===== src/rtl/ea_pkg.sv =====
package ea_pkg;
  localparam int unsigned AW = 32;
  localparam int unsigned RW = 3;
  localparam logic [RW-1:0] REG_SP = 3'd4;
  localparam logic [RW-1:0] REG_BP = 3'd5;
  typedef enum logic [1:0] {DSZ_NONE = 2'd0, DSZ_8 = 2'd1, DSZ_16 = 2'd2, DSZ_32 = 2'd3} dsz_e;
  typedef struct packed {
    logic [AW-1:0] offset;
    logic          stack_seg;
    logic          illegal;
  } ea_res_t;
endpackage


===== src/rtl/ea_disp_ext.sv =====
module ea_disp_ext #(
  parameter int unsigned W = 32
) (
  input  logic [1:0]   sz_i,
  input  logic [W-1:0] raw_i,
  output logic [W-1:0] ext_o
);
  always_comb begin
    unique case (sz_i)
      2'd1:    ext_o = {{(W-8){raw_i[7]}}, raw_i[7:0]};
      2'd2:    ext_o = {{(W-16){raw_i[15]}}, raw_i[15:0]};
      2'd3:    ext_o = raw_i;
      default: ext_o = '0;
    endcase
  end
endmodule


===== src/rtl/ea_scale.sv =====
module ea_scale #(
  parameter int unsigned W = 32
) (
  input  logic         en_i,
  input  logic [1:0]   scale_i,
  input  logic [W-1:0] val_i,
  output logic [W-1:0] out_o
);
  logic [W-1:0] shifted;
  always_comb begin
    shifted = val_i << scale_i;
    out_o   = en_i ? shifted : '0;
  end
endmodule


===== src/rtl/ea_offset_gen.sv =====
module ea_offset_gen
  import ea_pkg::*;
(
  input  logic          clk_i,
  input  logic          rst_ni,
  input  logic          in_vld_i,
  input  logic          base_vld_i,
  input  logic [2:0]    base_sel_i,
  input  logic [31:0]   base_val_i,
  input  logic          idx_vld_i,
  input  logic [2:0]    idx_sel_i,
  input  logic [31:0]   idx_val_i,
  input  logic [1:0]    scale_i,
  input  logic [1:0]    disp_sz_i,
  input  logic [31:0]   disp_i,
  output logic          out_vld_o,
  output logic [31:0]   offset_o,
  output logic          stack_seg_o,
  output logic          illegal_o
);
  logic [AW-1:0] disp_ext, idx_term, base_term;
  ea_res_t res_d, res_q;
  logic vld_q;

  ea_disp_ext #(.W(AW)) u_disp (.sz_i(disp_sz_i), .raw_i(disp_i), .ext_o(disp_ext));
  ea_scale    #(.W(AW)) u_scl  (.en_i(idx_vld_i), .scale_i(scale_i),
                                .val_i(idx_val_i), .out_o(idx_term));

  always_comb begin
    base_term       = base_vld_i ? base_val_i : '0;
    res_d.offset    = base_term + idx_term + disp_ext;
    res_d.stack_seg = base_vld_i && (base_sel_i == REG_SP || base_sel_i == REG_BP);
    res_d.illegal   = (idx_vld_i && idx_sel_i == REG_SP) || (!idx_vld_i && scale_i != 2'd0);
  end

  always_ff @(posedge clk_i or negedge rst_ni) begin
    if (!rst_ni) begin
      vld_q <= 1'b0;
      res_q <= '0;
    end else begin
      vld_q <= in_vld_i;
      if (in_vld_i) res_q <= res_d;
    end
  end

  assign out_vld_o   = vld_q;
  assign offset_o    = res_q.offset;
  assign stack_seg_o = res_q.stack_seg;
  assign illegal_o   = res_q.illegal;
endmodule


===== config.mk =====
export PLATFORM = sky130hd
export DESIGN_NAME = ea_offset_gen
export DESIGN_NICKNAME = d
export VERILOG_FILES = /design/src/rtl/ea_pkg.sv /design/src/rtl/ea_disp_ext.sv /design/src/rtl/ea_scale.sv /design/src/rtl/ea_offset_gen.sv
export SDC_FILE = /design/constraint.sdc
export NUM_CORES = 1
export LEC_CHECK = 0
export ABC_CLOCK_PERIOD_IN_PS = 900
export BUFFER_PORTS_ARGS = -buffer_cell sky130_fd_sc_hd__buf_2
export CORE_MARGIN = 3
export CORE_UTILIZATION = 40
export CTS_BUF_LIST = sky130_fd_sc_hd__clkbuf_4 sky130_fd_sc_hd__clkbuf_8
export CTS_CLUSTER_DIAMETER = 100
export DETAILED_ROUTE_END_ITERATION = 12
export GPL_TIMING_DRIVEN = 0
export PLACE_DENSITY_LB_ADDON = 0.2
export SETUP_SLACK_MARGIN = 0.4
export SYNTH_ARGS = -nofsm -noshare
export SYNTH_HDL_FRONTEND = slang
export SYNTH_SLANG_ARGS = --single-unit

===== constraint.sdc =====
create_clock -name clk_i -period 0.9 [get_ports clk_i]
set_input_delay 0.045 -clock clk_i [delete_from_list [all_inputs] [get_ports clk_i]]
set_output_delay 0.045 -clock clk_i [all_outputs]
set_load 0.05 [all_outputs]

==> flow_results.org, run 1 <==
** Timing
- The final number of max-transition violations came to 0.
- The worst pin sits at a relative slew slack of 45.3%.
- Final hold violation count :: 36
- Total of endpoints with negative setup slack in the final report :: 47
- At the pin with the least slew margin, the transition time is 821 ps.
- Final hold analysis gives a worst-case slack of -268 ps.
- Post-layout worst setup margin :: -2420 ps
- Based on the critical path, the design can be clocked at up to 302 MHz.
- RSZ-0062 raised after global routing :: true
- Between clock sinks in the finished design, the worst skew comes to 0 ps.
- Tmin final :: 3320 ps
- Final period utilization :: 368%

** GRT
- The number of global-route vias before repair is 5180.
- The number of antenna violations at the first check in global routing was 0.
- The first global-routing pass estimated 23900 µm of wire.
- Global routing consumed, over all layers together, 22.2% of the routing resources.
- The total overflow left after global routing is 0.
- Entering global routing, the biggest net connects 36 pins.

** Power
- The design draws roughly 15 mW.
- Total power per unit cell area :: 2030 mW/mm²
- Peak supply drop :: 1530 µV
- Summed over all cells, the static leakage comes to 3.59 nW.

** Place
- The count of buffers added on input and output ports is 142.
- Including well taps, the total number of placed cells is 883.
- Cell area reported after detailed placement :: 0.00591 mm²
- The wire-length estimate of the detail-placed layout is around 12000 µm.
- The congestion estimate from routability-driven global placement came to 0.864.

** Logic synthesis
- Counting flops with an async set or reset pin after synthesis yields a share of 100%.
- For this run, the register share of the synthesized area comes to a little under a fifth.
- Yosys top cell area share :: between 10% and 20%
- During synthesis, Yosys emitted a total of 0 warnings.
- Area contributors post-synth :: sky130_fd_sc_hd__dfrtp_1, sky130_fd_sc_hd__fa_1, sky130_fd_sc_hd__nand2_1
- Each instance of the synthesized netlist takes up on average 8.06 µm².
- The synthesized netlist contains 53 unique library cells.
- The commonest cells after synthesis are sky130_fd_sc_hd__nand2_1, sky130_fd_sc_hd__inv_1, sky130_fd_sc_hd__a21oi_1.
- Syn Inst Count :: 598
- Counting flops with a built-in enable in the synthesized netlist gives 0.
- Post-synth top flop :: sky130_fd_sc_hd__dfrtp_1
- Of all cell types, the one taking the most synthesized area is sky130_fd_sc_hd__dfrtp_1.
- Area of the mapped netlist :: 0.00482 mm²
- In this run, synthesis produced a sequential element count of 35.
- Yosys instantiated no cell more often than sky130_fd_sc_hd__nand2_1.
- Synthesis produced a netlist with a net count of 771.

** Critical path
- Worst Path Class, Setup :: primary input to register
- Type of element capturing the critical path :: register
- Data on the critical path is required at its endpoint by approximately 1100 ps.
- The worst setup path is launched from a primary input.
- Endpoint arrival time on the critical path :: 3490 ps
- Of all nets on the critical path, the largest fanout is 6.

** Routing
- The routed layout has 4967 vias.
- Avg Vias per Cell :: around 5.3
- For this run, design rule violations remaining after detail routing come to 0.
- Summed over all layers, the routed wires come to 15200 µm.
- In this run, the number of DRC markers left after iteration 0 of detailed routing was 269.
- The first TritonRoute pass finished after 4 iterations.
- Routed length per placed instance :: approximately 16 µm
- Post-detailed-route count of antenna-violating nets :: 0

** Die
- The region available for standard cell placement spans 0.0116 mm².
- Std-Cell Rows :: 39
- Pin placement for this block handled 146 I/O pins.
- For this configuration, the core starts out at a cell density of about two fifths.
- The die covers 0.0134 mm².
- In this run the horizontal extent of the chip is 116 µm.
- The floorplan step set the die height to 116 µm.

** Clock tree
- Clock tree synthesis inserted a total of 5 buffers.
- H-tree Lvls :: 2
- Number of sinks on the clock net :: 35
- Later-pin clock latency in the skew report :: roughly 290 ps
- TritonCTS built the clock tree.
- Counting along the longest clock path gives a buffer depth of 2.
- Clock tree root buffer cell :: sky130_fd_sc_hd__clkbuf_8
- After clock tree synthesis, the clock-pin slew on the worst setup and hold paths is 80 ps.

** Job
- The tool flagged a number of max-cap violations equal to 0.

** Status
- The run finished, with violations left.
- Violated checks :: negative hold slack, negative setup slack

** Layout
- Counting the fill cells in the layout gives 1051.
- Layout cell share with drive strength beyond 1 :: 47.3%
- After the flow finishes, the layout carries non-filler instances totaling 940.
- In the final design database the tool counted 969 nets.
- The area growth from synthesis to layout is 52.0%.
- Antenna cells :: 0
- After routing the design area is 0.00733 mm².

** Worst hold path
- Min-delay worst type :: primary input to async pin
==> kinds of logic after synthesis <==
kind of cell             count (synthesis)  synth area share, %
AO/OA/AOI/OAI                          129                 18.0
XOR/XNOR                                29                 5.27
adder cells (fa/ha/maj)                 62                 21.1
buffers and inverters                   88                 6.88
flip-flops                              35                 18.2
multiplexers                            56                 12.3
AND/OR/NAND/NOR                        199                 18.3
==> where the power goes <==
group	total (mW)	switching (mW)	internal [mW]
combinational	10.6	5.92	4.70
clock	1.42	0.597	0.825
sequential	2.84	0.510	2.33
==> state kept, by name, indices dropped and copies added, names as in the netlist <==
register,flops
offset_o,32
illegal_o,1
out_vld_o,1
stack_seg_o,1
==> path summary, 6_finish.rpt <==
check	start	to	slack, ps	depth (start not counted)
max	scale_i[0]	offset_o[30]	-2420	15
min	rst_ni	offset_o[1]	-270	1
max reg2reg	offset_o[6]	offset_o[6]	90	1
min reg2reg	offset_o[21]	offset_o[21]	520	2
max in group asynchronous	rst_ni	offset_o[30]	800	1
min in group clk_i	in_vld_i	out_vld_o	-100	1
==> per-stage QoR <==
stage                     util (%)  TNS (ps)  setup slack [ps]
final                         63.1    -60210             -2420
after global routing          63.1    -64120             -2540
after CTS                     58.3    -60220             -2500
after detailed placement      50.9    -77190             -3270
after global placement        50.9    -76220             -3210
after floorplan                  -    -61360             -2490
==> routing by layer <==
layer / track usage [%] / up-vias / wire, µm
met2: 42.9 / 135 / 8060
met1: 26.3 / 2377 / 6190
li1: - / 2431 / -
met3: 3.24 / 24 / 672
met4: 3.56 / 0 / 226
met5: 0 / - / 0
==> repair_timing <==
item | CTS | global route
setup endpoints to repair | 69 | 103
resized for setup | 135 | 112
pin swaps | 33 | 42
endpoints found under the hold margin | 36 | 36
buffers inserted | 29 | 19
gates cloned | 1 | 0
==> cells in the final DEF, fill, tap and decap left out, types with 4 or more instances in the layout <==
cell,netlist,layout
sky130_fd_sc_hd__a211oi_2,1,5
sky130_fd_sc_hd__a21o_1,12,12
sky130_fd_sc_hd__a21oi_1,51,44
sky130_fd_sc_hd__a21oi_2,0,4
sky130_fd_sc_hd__and2_1,11,10
sky130_fd_sc_hd__and3_1,5,4
sky130_fd_sc_hd__buf_2,1,105
sky130_fd_sc_hd__buf_4,0,38
sky130_fd_sc_hd__buf_6,0,47
sky130_fd_sc_hd__buf_8,0,6
sky130_fd_sc_hd__clkbuf_1,25,5
sky130_fd_sc_hd__clkbuf_2,0,7
sky130_fd_sc_hd__clkbuf_4,0,6
sky130_fd_sc_hd__clkbuf_8,0,7
sky130_fd_sc_hd__dfrtp_2,0,34
sky130_fd_sc_hd__fa_1,32,31
sky130_fd_sc_hd__ha_1,30,17
sky130_fd_sc_hd__ha_2,0,6
sky130_fd_sc_hd__ha_4,0,7
sky130_fd_sc_hd__inv_1,58,54
sky130_fd_sc_hd__inv_2,0,4
sky130_fd_sc_hd__mux2_2,27,12
sky130_fd_sc_hd__mux2_4,0,15
sky130_fd_sc_hd__mux2i_1,29,20
sky130_fd_sc_hd__mux2i_2,0,7
sky130_fd_sc_hd__nand2_1,108,104
sky130_fd_sc_hd__nand3_1,32,27
sky130_fd_sc_hd__nand3_2,0,4
sky130_fd_sc_hd__nor2_1,20,12
sky130_fd_sc_hd__nor2_2,0,4
sky130_fd_sc_hd__nor2_4,0,4
sky130_fd_sc_hd__nor2b_1,7,6
sky130_fd_sc_hd__nor3_1,5,5
sky130_fd_sc_hd__o21ai_0,18,10
sky130_fd_sc_hd__o21ai_1,0,5
sky130_fd_sc_hd__o21bai_1,6,6
sky130_fd_sc_hd__xnor2_1,20,17
sky130_fd_sc_hd__xor2_1,9,7
==> final cells by class <==
type	instances	area, µm²	area share (%)
Multi-Input combinational cell	475	4230	57.7
Timing Repair Buffer	191	1400	19.1
Sequential cell	35	918	12.5
Buffer	30	268	3.65
Inverter	58	218	2.97
Tap cell	143	179	2.44
Clock buffer	5	68.8	0.939
Clock inverter	3	43.8	0.598
==> critical path, stage by stage <==
cell and delay, ps:
sky130_fd_sc_hd__clkbuf_16 140, sky130_fd_sc_hd__buf_12 130, sky130_fd_sc_hd__mux2i_4 270, sky130_fd_sc_hd__nand2_1 80
sky130_fd_sc_hd__o211a_1 170, sky130_fd_sc_hd__fa_1 570, sky130_fd_sc_hd__ha_4 230, sky130_fd_sc_hd__o21a_4 210
sky130_fd_sc_hd__a2111oi_4 410, sky130_fd_sc_hd__o31ai_4 150, sky130_fd_sc_hd__o21ai_2 260, sky130_fd_sc_hd__o221ai_2 140
sky130_fd_sc_hd__a221oi_2 300, sky130_fd_sc_hd__xnor2_1 120, sky130_fd_sc_hd__mux2_2 260
(Power assumes the default switching activity.)
==> inputs of run 2 (changes only) <==
--- a/config.mk
+++ b/config.mk
@@ -7,8 +7,10 @@
 export LEC_CHECK = 0
 export ABC_CLOCK_PERIOD_IN_PS = 900
 export BUFFER_PORTS_ARGS = -buffer_cell sky130_fd_sc_hd__buf_2
+export CELL_PAD_IN_SITES_DETAIL_PLACEMENT = 2
+export CELL_PAD_IN_SITES_GLOBAL_PLACEMENT = 2
 export CORE_MARGIN = 3
-export CORE_UTILIZATION = 40
+export CORE_UTILIZATION = 31
 export CTS_BUF_LIST = sky130_fd_sc_hd__clkbuf_4 sky130_fd_sc_hd__clkbuf_8
 export CTS_CLUSTER_DIAMETER = 100
 export DETAILED_ROUTE_END_ITERATION = 12
==> flow_results.org, run 2 (synthesized netlist as in run 1, its figures left out) <==
** Layout
- At the end of the flow the core is filled with cells to 52.1%.
- Signed area change from the synthesized netlist to the final layout :: 60.5%
- Most frequent standard cell in the layout excluding fill and tap cells :: sky130_fd_sc_hd__buf_2
- In the layout the commonest cells are sky130_fd_sc_hd__buf_2, sky130_fd_sc_hd__nand2_1, sky130_fd_sc_hd__buf_6, sky130_fd_sc_hd__inv_1, sky130_fd_sc_hd__buf_4.
- After the last flow step, the layout net total stands at 982.
- Number of flip-flops in the largest register :: 32
- The repair_antennas step left the layout with diodes totalling 0.
- Cells with a size suffix above 1 make up 51.7% of the layout.
- After filler insertion, the fill cell instance count of the layout stands at 1532.
- Register area :: 918 µm²
- Area used by multi-input combinational logic :: 0.00450 mm²

** Critical path
- Reg2reg setup slack :: about 20 ps
- Crit Path Max Fanout :: 6
- Launch point of the worst path :: scale_i[0]
- Endpoint arrival time on the critical path :: 3750 ps
- The worst setup path is captured at a register.
- The worst setup path is launched from a primary input.
- Worst Path Class, Setup :: primary input to register
- At the worst endpoint, the required time is 1090 ps.
- The worst register-to-register path begins at offset_o[14].

** Die
- After floorplanning, the core was divided into 44 placement rows.
- Initial Utilization :: 32.4%
- Floorplan die area :: between 0.015 and 0.02 mm²
- Measured along the x axis, the die boundary spans 131 µm.
- Die height :: about 130 µm
- Total I/O pin count :: approximately 150
- The core region is 0.0149 mm².

** Clock tree
- TritonCTS built the clock tree.
- Clock-pin slew was measured on the worst setup and hold paths at 90 ps.
- Clock tree synthesis inserted a total of 5 buffers.
- The later pin in the worst-skew pair is clocked with a latency of 320 ps.
- The tree is rooted in a sky130_fd_sc_hd__clkbuf_8.
- H-tree Lvls :: 2
- Number of sinks on the clock net :: 35
- Max clock buf depth :: 2

** Timing
- Actual transition at the worst max-transition pin :: 918 ps
- Worst hold slack :: -280 ps
- Accumulated negative setup slack :: -70300 ps
- Max transition margin :: 38.8%
- Setup repair after global routing could not meet its margin everywhere.
- Tmin final :: ~3600 ps
- Static timing analysis puts the maximum clock frequency at 281 MHz.
- Setup violations remaining at the end of the flow were counted as between 60 and 70.
- Final hold violation count :: 36
- Post-layout worst setup margin :: -2660 ps
- The final number of max-transition violations came to 0.
- Of the available clock period, the critical path in the final layout requires 396%.
- Worst Skew :: 0 ps

** Status
- Violated checks :: negative hold slack, negative setup slack
- Result of the run :: finished with violations

** Routing
- Avg Vias per Cell :: 5.60
- Vias after detailed routing :: 5565
- First-iteration detailed-routing DRC count :: 228
- For this block, the routed nets add up to 26800 µm of wire.
- Post-detailed-route count of antenna-violating nets :: 0
- The first detailed-routing pass ran for 4 iterations.
- Number of design rule violations left after detail routing :: 0
- After detailed routing, the average wire length per cell comes to 27.0 µm.

** Power
- In this run the static leakage power is 3.72 nW.
- In this run the power density over the cells is approximately 2100 mW/mm².
- Peak supply drop :: approximately 1300 µV

** GRT
- The total overflow left after global routing is 0.
- The number of antenna violations at the first check in global routing came to 0.
- Pin count of the biggest net entering global routing :: 36
- Aggregate global-route resource usage :: 24.0%
- The number of global-route vias before repair was 6008.
- The first global-routing pass estimated around 32000 µm of wire.

** Place
- Pre-CTS worst setup slack :: -3310 ps
- Number of buffer cells added on primary ports :: 142
- Detailed placement ended at an HPWL of 14800 µm.
- At the end of routability-driven placement, the weighted congestion stood at 0.864.

** Worst hold path
- Min-delay worst type :: primary input to async pin

** Job
- Across the run, the number of max-cap violations was 0.
run 2: path summary, 6_finish.rpt:
| path | to | depth (start not counted) |
|---|---|---|
| worst max-delay path | offset_o[7] | 22 |
| worst min-delay path | offset_o[1] | 1 |
| worst max register to register | offset_o[14] | 3 |
| worst min register to register | offset_o[10] | 1 |
| max in group asynchronous | offset_o[30] | 1 |
| min in group clk_i | out_vld_o | 1 |
run 2: layout make-up:
type / count / share of cell area (%)
plain buffers: 30 / 3.57
clock buffers: 7 / 1.08
clock inverters: 1 / 0.0647
inverters: 58 / 2.85
multi-input cells: 475 / 58.1
flip-flops and latches: 35 / 11.9
well taps: 184 / 2.97
repair buffers: 204 / 19.5
run 2: layer usage:
metal	global-route usage (%)	vias to the layer above	share of wire, %
met5	0	-	0
met2	48.1	201	55
met4	5.26	0	4.7
li1	-	2466	-
met3	2.89	72	3.5
met1	26.8	2826	37
run 2: power by group:
part           switching (mW)  internal, mW
Clock                   0.685         0.606
Sequential              0.613          2.33
Combinational            7.17          5.11
run 2: repair_timing:
action                                  4_1_cts  5_1_grt
hold endpoints to repair                     37       36
buffers inserted                             33       28
resized for setup                           182      110
cloned                                        1        0
endpoints found under the setup margin       69      104
pin swaps                                    30       51
run 2: per-stage QoR:
stage,cell area (µm²),total power [mW],std cells
2_1_floorplan,5020,8.83,598
3_3_place_gp,5970,10.9,924
3_5_place_dp,5970,11.1,924
4_1_cts,7050,14.3,966
5_1_grt,7740,17.3,994
6_report,7740,16.5,994
run 2: worst max-delay path: stages:
cell and delay, ps:
sky130_fd_sc_hd__clkbuf_16 140, sky130_fd_sc_hd__buf_12 140, sky130_fd_sc_hd__mux2i_4 180, sky130_fd_sc_hd__buf_4 140, sky130_fd_sc_hd__nand2_1 90, sky130_fd_sc_hd__nand3_2 120, sky130_fd_sc_hd__fa_1 600, sky130_fd_sc_hd__inv_1 110
sky130_fd_sc_hd__ha_4 290, sky130_fd_sc_hd__o21ai_2 250, sky130_fd_sc_hd__nor2_4 90, sky130_fd_sc_hd__buf_6 120, sky130_fd_sc_hd__buf_6 100, sky130_fd_sc_hd__buf_6 120, sky130_fd_sc_hd__buf_6 100, sky130_fd_sc_hd__o21a_1 220
sky130_fd_sc_hd__nor2_2 210, sky130_fd_sc_hd__buf_4 160, sky130_fd_sc_hd__buf_6 90, sky130_fd_sc_hd__buf_6 90, sky130_fd_sc_hd__xnor2_2 60, sky130_fd_sc_hd__mux2_4 260
==> inputs of run 3 (changes only) <==
--- a/config.mk
+++ b/config.mk
@@ -20,3 +20,4 @@
 export SYNTH_ARGS = -nofsm -noshare
 export SYNTH_HDL_FRONTEND = slang
 export SYNTH_SLANG_ARGS = --single-unit
+export TNS_END_PERCENT = 1
==> flow_results.org, run 3 (synthesized netlist as in run 1, its figures left out) <==
** Power
- Total power per unit cell area :: 2080 mW/mm²
- Across the VDD grid, the largest voltage drop is 1470 µV.
- Sequential cells account for 19.1% of the total power.
- Cell-internal power :: 7.06 mW
- Net switching is 50.8% of the power.
- Combinational logic is responsible for 70.2% of the overall power.
- Per report_power, the clock group accounts for 10.7% of the total.
- Net Switching :: 7.28 mW
- Pleak :: between 3 and 4 nW

** GRT
- Pin count of the biggest net entering global routing :: 36
- Number of global-route vias before repair :: 5818
- After global routing the overflow that remains totals 0.
- Aggregate global-route resource usage :: 21.8%
- First-pass GRT wire length :: 29300 µm
- Number of antenna violations at the first check in global routing :: 0

** Clock tree
- TritonCTS built the clock tree.
- The later pin in the worst-skew pair is clocked with a latency of just over 300 ps.
- Number of buffers created by CTS :: 5
- The longest clock path from root to sink contains 2 buffers.
- Clock-pin slew was measured on the worst setup and hold paths at 100 ps.
- Clock tree root buffer cell :: sky130_fd_sc_hd__clkbuf_8
- In this run the number of H-tree levels came out at 2.
- The tree built by TritonCTS fans out to 35 sinks.

** Timing
- Final hold violation count :: 36
- Final period utilization :: 372%
- In the post-route analysis, the smallest setup slack over all paths is -2450 ps.
- Max transition margin :: 43.6%
- For the pin with the worst max-slew slack, the measured transition is around 850 ps.
- Max Slew Vio Count :: 0
- On the final layout, the worst clock skew is 0 ps.
- The routed design could run at a clock period as short as 3350 ps.
- Setup repair after global routing could not meet its margin everywhere.
- Adding up every negative setup slack in the final design gives -61210 ps.
- For this run, the top clock speed supported by timing is 299 MHz.
- The tightest hold path in the finished design has a slack of -185 ps.
- Setup violations remaining at the end of the flow were counted as 59.

** Critical path
- The largest single stage delay on the critical path is between 400 and 500 ps.
- The slowest stage of the critical path belongs to the cell sky130_fd_sc_hd__fa_1.
- At the worst endpoint, the required time is between 1000 and 1500 ps.
- Cell chain of the critical path :: clkbuf_16 > buf_12 > mux2i_4 > nor2_4 > fa_1 > ha_2 > fa_2 > a211oi_4 > nor2_2 > a2111oi_4 > a211oi_2 > o311a_4 > a311oi_2 > xnor2_1 > mux2_4
- Together, buffers and inverters on the worst path number 2.
- In this run the worst path has a maximum fanout of 7.
- In this run the number of cells on the critical path is 15.
- Number of cell instances on the worst register-to-register path :: 2
- Reg2reg setup slack :: 50 ps
- Type of element capturing the critical path :: register
- The worst setup path is launched from a primary input.
- Worst Path Class, Setup :: primary input to register
- Broken down by cell family, the worst path's largest delay share belongs to compound AO/OA/AOI/OAI gates.
- Data on the critical path arrives at its endpoint at 3530 ps.

** Status
- The final reports fail on negative hold slack, negative setup slack.
- Result of the run :: finished with violations

** Die
- In this run the horizontal extent of the chip is 131 µm.
- Std-Cell Rows :: 44
- Floorplan die area :: 0.0171 mm²
- Initial Utilization :: 32.4%
- Placeable core region :: between 0.01 and 0.015 mm²
- Die height :: 131 µm
- 146 I/O pins were placed.

** Layout
- Non-filler instance count after layout :: between 900 and 1000
- For this run, the share of the core covered by cells in the final layout is 46.4%.
- Number of flip-flops in the largest register :: 32
- Antenna cells :: 0
- Layout cell share with drive strength beyond 1 :: 38.7%
- Commonest cells after routing, fill and taps aside :: sky130_fd_sc_hd__buf_2, sky130_fd_sc_hd__nand2_1, sky130_fd_sc_hd__inv_1, sky130_fd_sc_hd__a21oi_1, sky130_fd_sc_hd__buf_6
- After routing the design area is between 0.006 and 0.007 mm².
- Counting the fill cells in the layout gives 1683.
- Net count, final :: 936
- Leaving out fill and tap cells, the most frequent cell in the layout is sky130_fd_sc_hd__buf_2.
- Relative to the synthesized area, the layout overhead comes to 43.0%.

** Worst hold path
- Min-delay worst type :: primary input to async pin

** Routing
- In the routed design, unresolved DRC markers number 0.
- After detailed routing, the total wire length is 19200 µm.
- The first detailed-routing pass ran for 4 iterations.
- First-iteration detailed-routing DRC count :: 173
- Vias after detailed routing :: ~5000
- Avg Vias per Cell :: 5.25
- After detailed routing, the average wire length per cell comes to 20.3 µm.
- The count of nets left with antenna violations once routing finished came out at 0.

** Place
- Post-DP HPWL :: about 14000 µm
- Once placement finished, the instance area stood at 0.00582 mm².
- Input and output buffers added on the ports amount to 142.
- Routability congestion estimate :: 0.866
- After detailed placement, the design holds a cell count of 924.

** Job
- Count of max-cap constraint violations :: 0
[run 3: cell count changes in the layout (fill, tap and decap cells not counted), moves of 6 or more]
| cell | delta |
|---|---|
| sky130_fd_sc_hd__mux2_4 | -17 |
| sky130_fd_sc_hd__buf_4 | -29 |
| sky130_fd_sc_hd__ha_4 | -6 |
| sky130_fd_sc_hd__mux2_2 | +17 |
| sky130_fd_sc_hd__dfrtp_2 | -34 |
| sky130_fd_sc_hd__xnor2_1 | +7 |
| sky130_fd_sc_hd__ha_1 | +6 |
| sky130_fd_sc_hd__xnor2_2 | -7 |
| sky130_fd_sc_hd__dfrtp_1 | +34 |
| sky130_fd_sc_hd__buf_6 | -19 |
[run 3: cell type report]
type	instances	area, µm²	share of cell area, %
flip-flops and latches	35	876	12.7
inverters	58	218	3.16
well taps	184	230	3.34
repair buffers	158	1080	15.7
multi-input cells	475	4130	59.8
clock inverters	3	43.8	0.635
clock buffers	5	68.8	0.998
plain buffers	30	251	3.65
[run 3: metrics by stage]
stage / setup slack (ps) / hold slack, ps / total power [mW]
floorplan: -2490 / -251 / 8.52
global placement: -3310 / 153 / 10.6
detailed placement: -3420 / 180 / 10.8
CTS: -2510 / -157 / 13.7
global route: -2640 / -132 / 15.3
finish: -2450 / -185 / 14.3
[run 3: path summary, 6_finish.rpt]
check                             start      endpoint
min in group clk_i             in_vld_i     out_vld_o
max                          scale_i[0]  offset_o[25]
max reg2reg                offset_o[15]  offset_o[15]
min reg2reg                offset_o[26]  offset_o[26]
max in group asynchronous        rst_ni  offset_o[31]
min                              rst_ni   offset_o[6]
[run 3: per-layer routing]
layer	global-route usage (%)	vias up	part of all wire, %
li1	-	2376	-
met1	25.5	2470	40
met2	42.7	108	55
met3	2.68	25	2.9
met4	3.45	0	2.1
met5	0	-	0
[run 3: power by group through the flow]
stage,Clock (mW),Combinational [mW],Sequential (mW)
after floorplan,0,3.70,4.82
after global placement,0,8.05,2.55
after detailed placement,0,8.22,2.59
after CTS,1.51,9.49,2.71
after global routing,1.63,10.8,2.82
final,1.53,10.1,2.74
[run 3: what timing repair did]
action,CTS,global route
hold endpoints to repair,36,36
endpoints found under the setup margin,69,69
pin swaps,18,23
gates cloned,1,0
buffers inserted,12,3
resized for setup,145,66
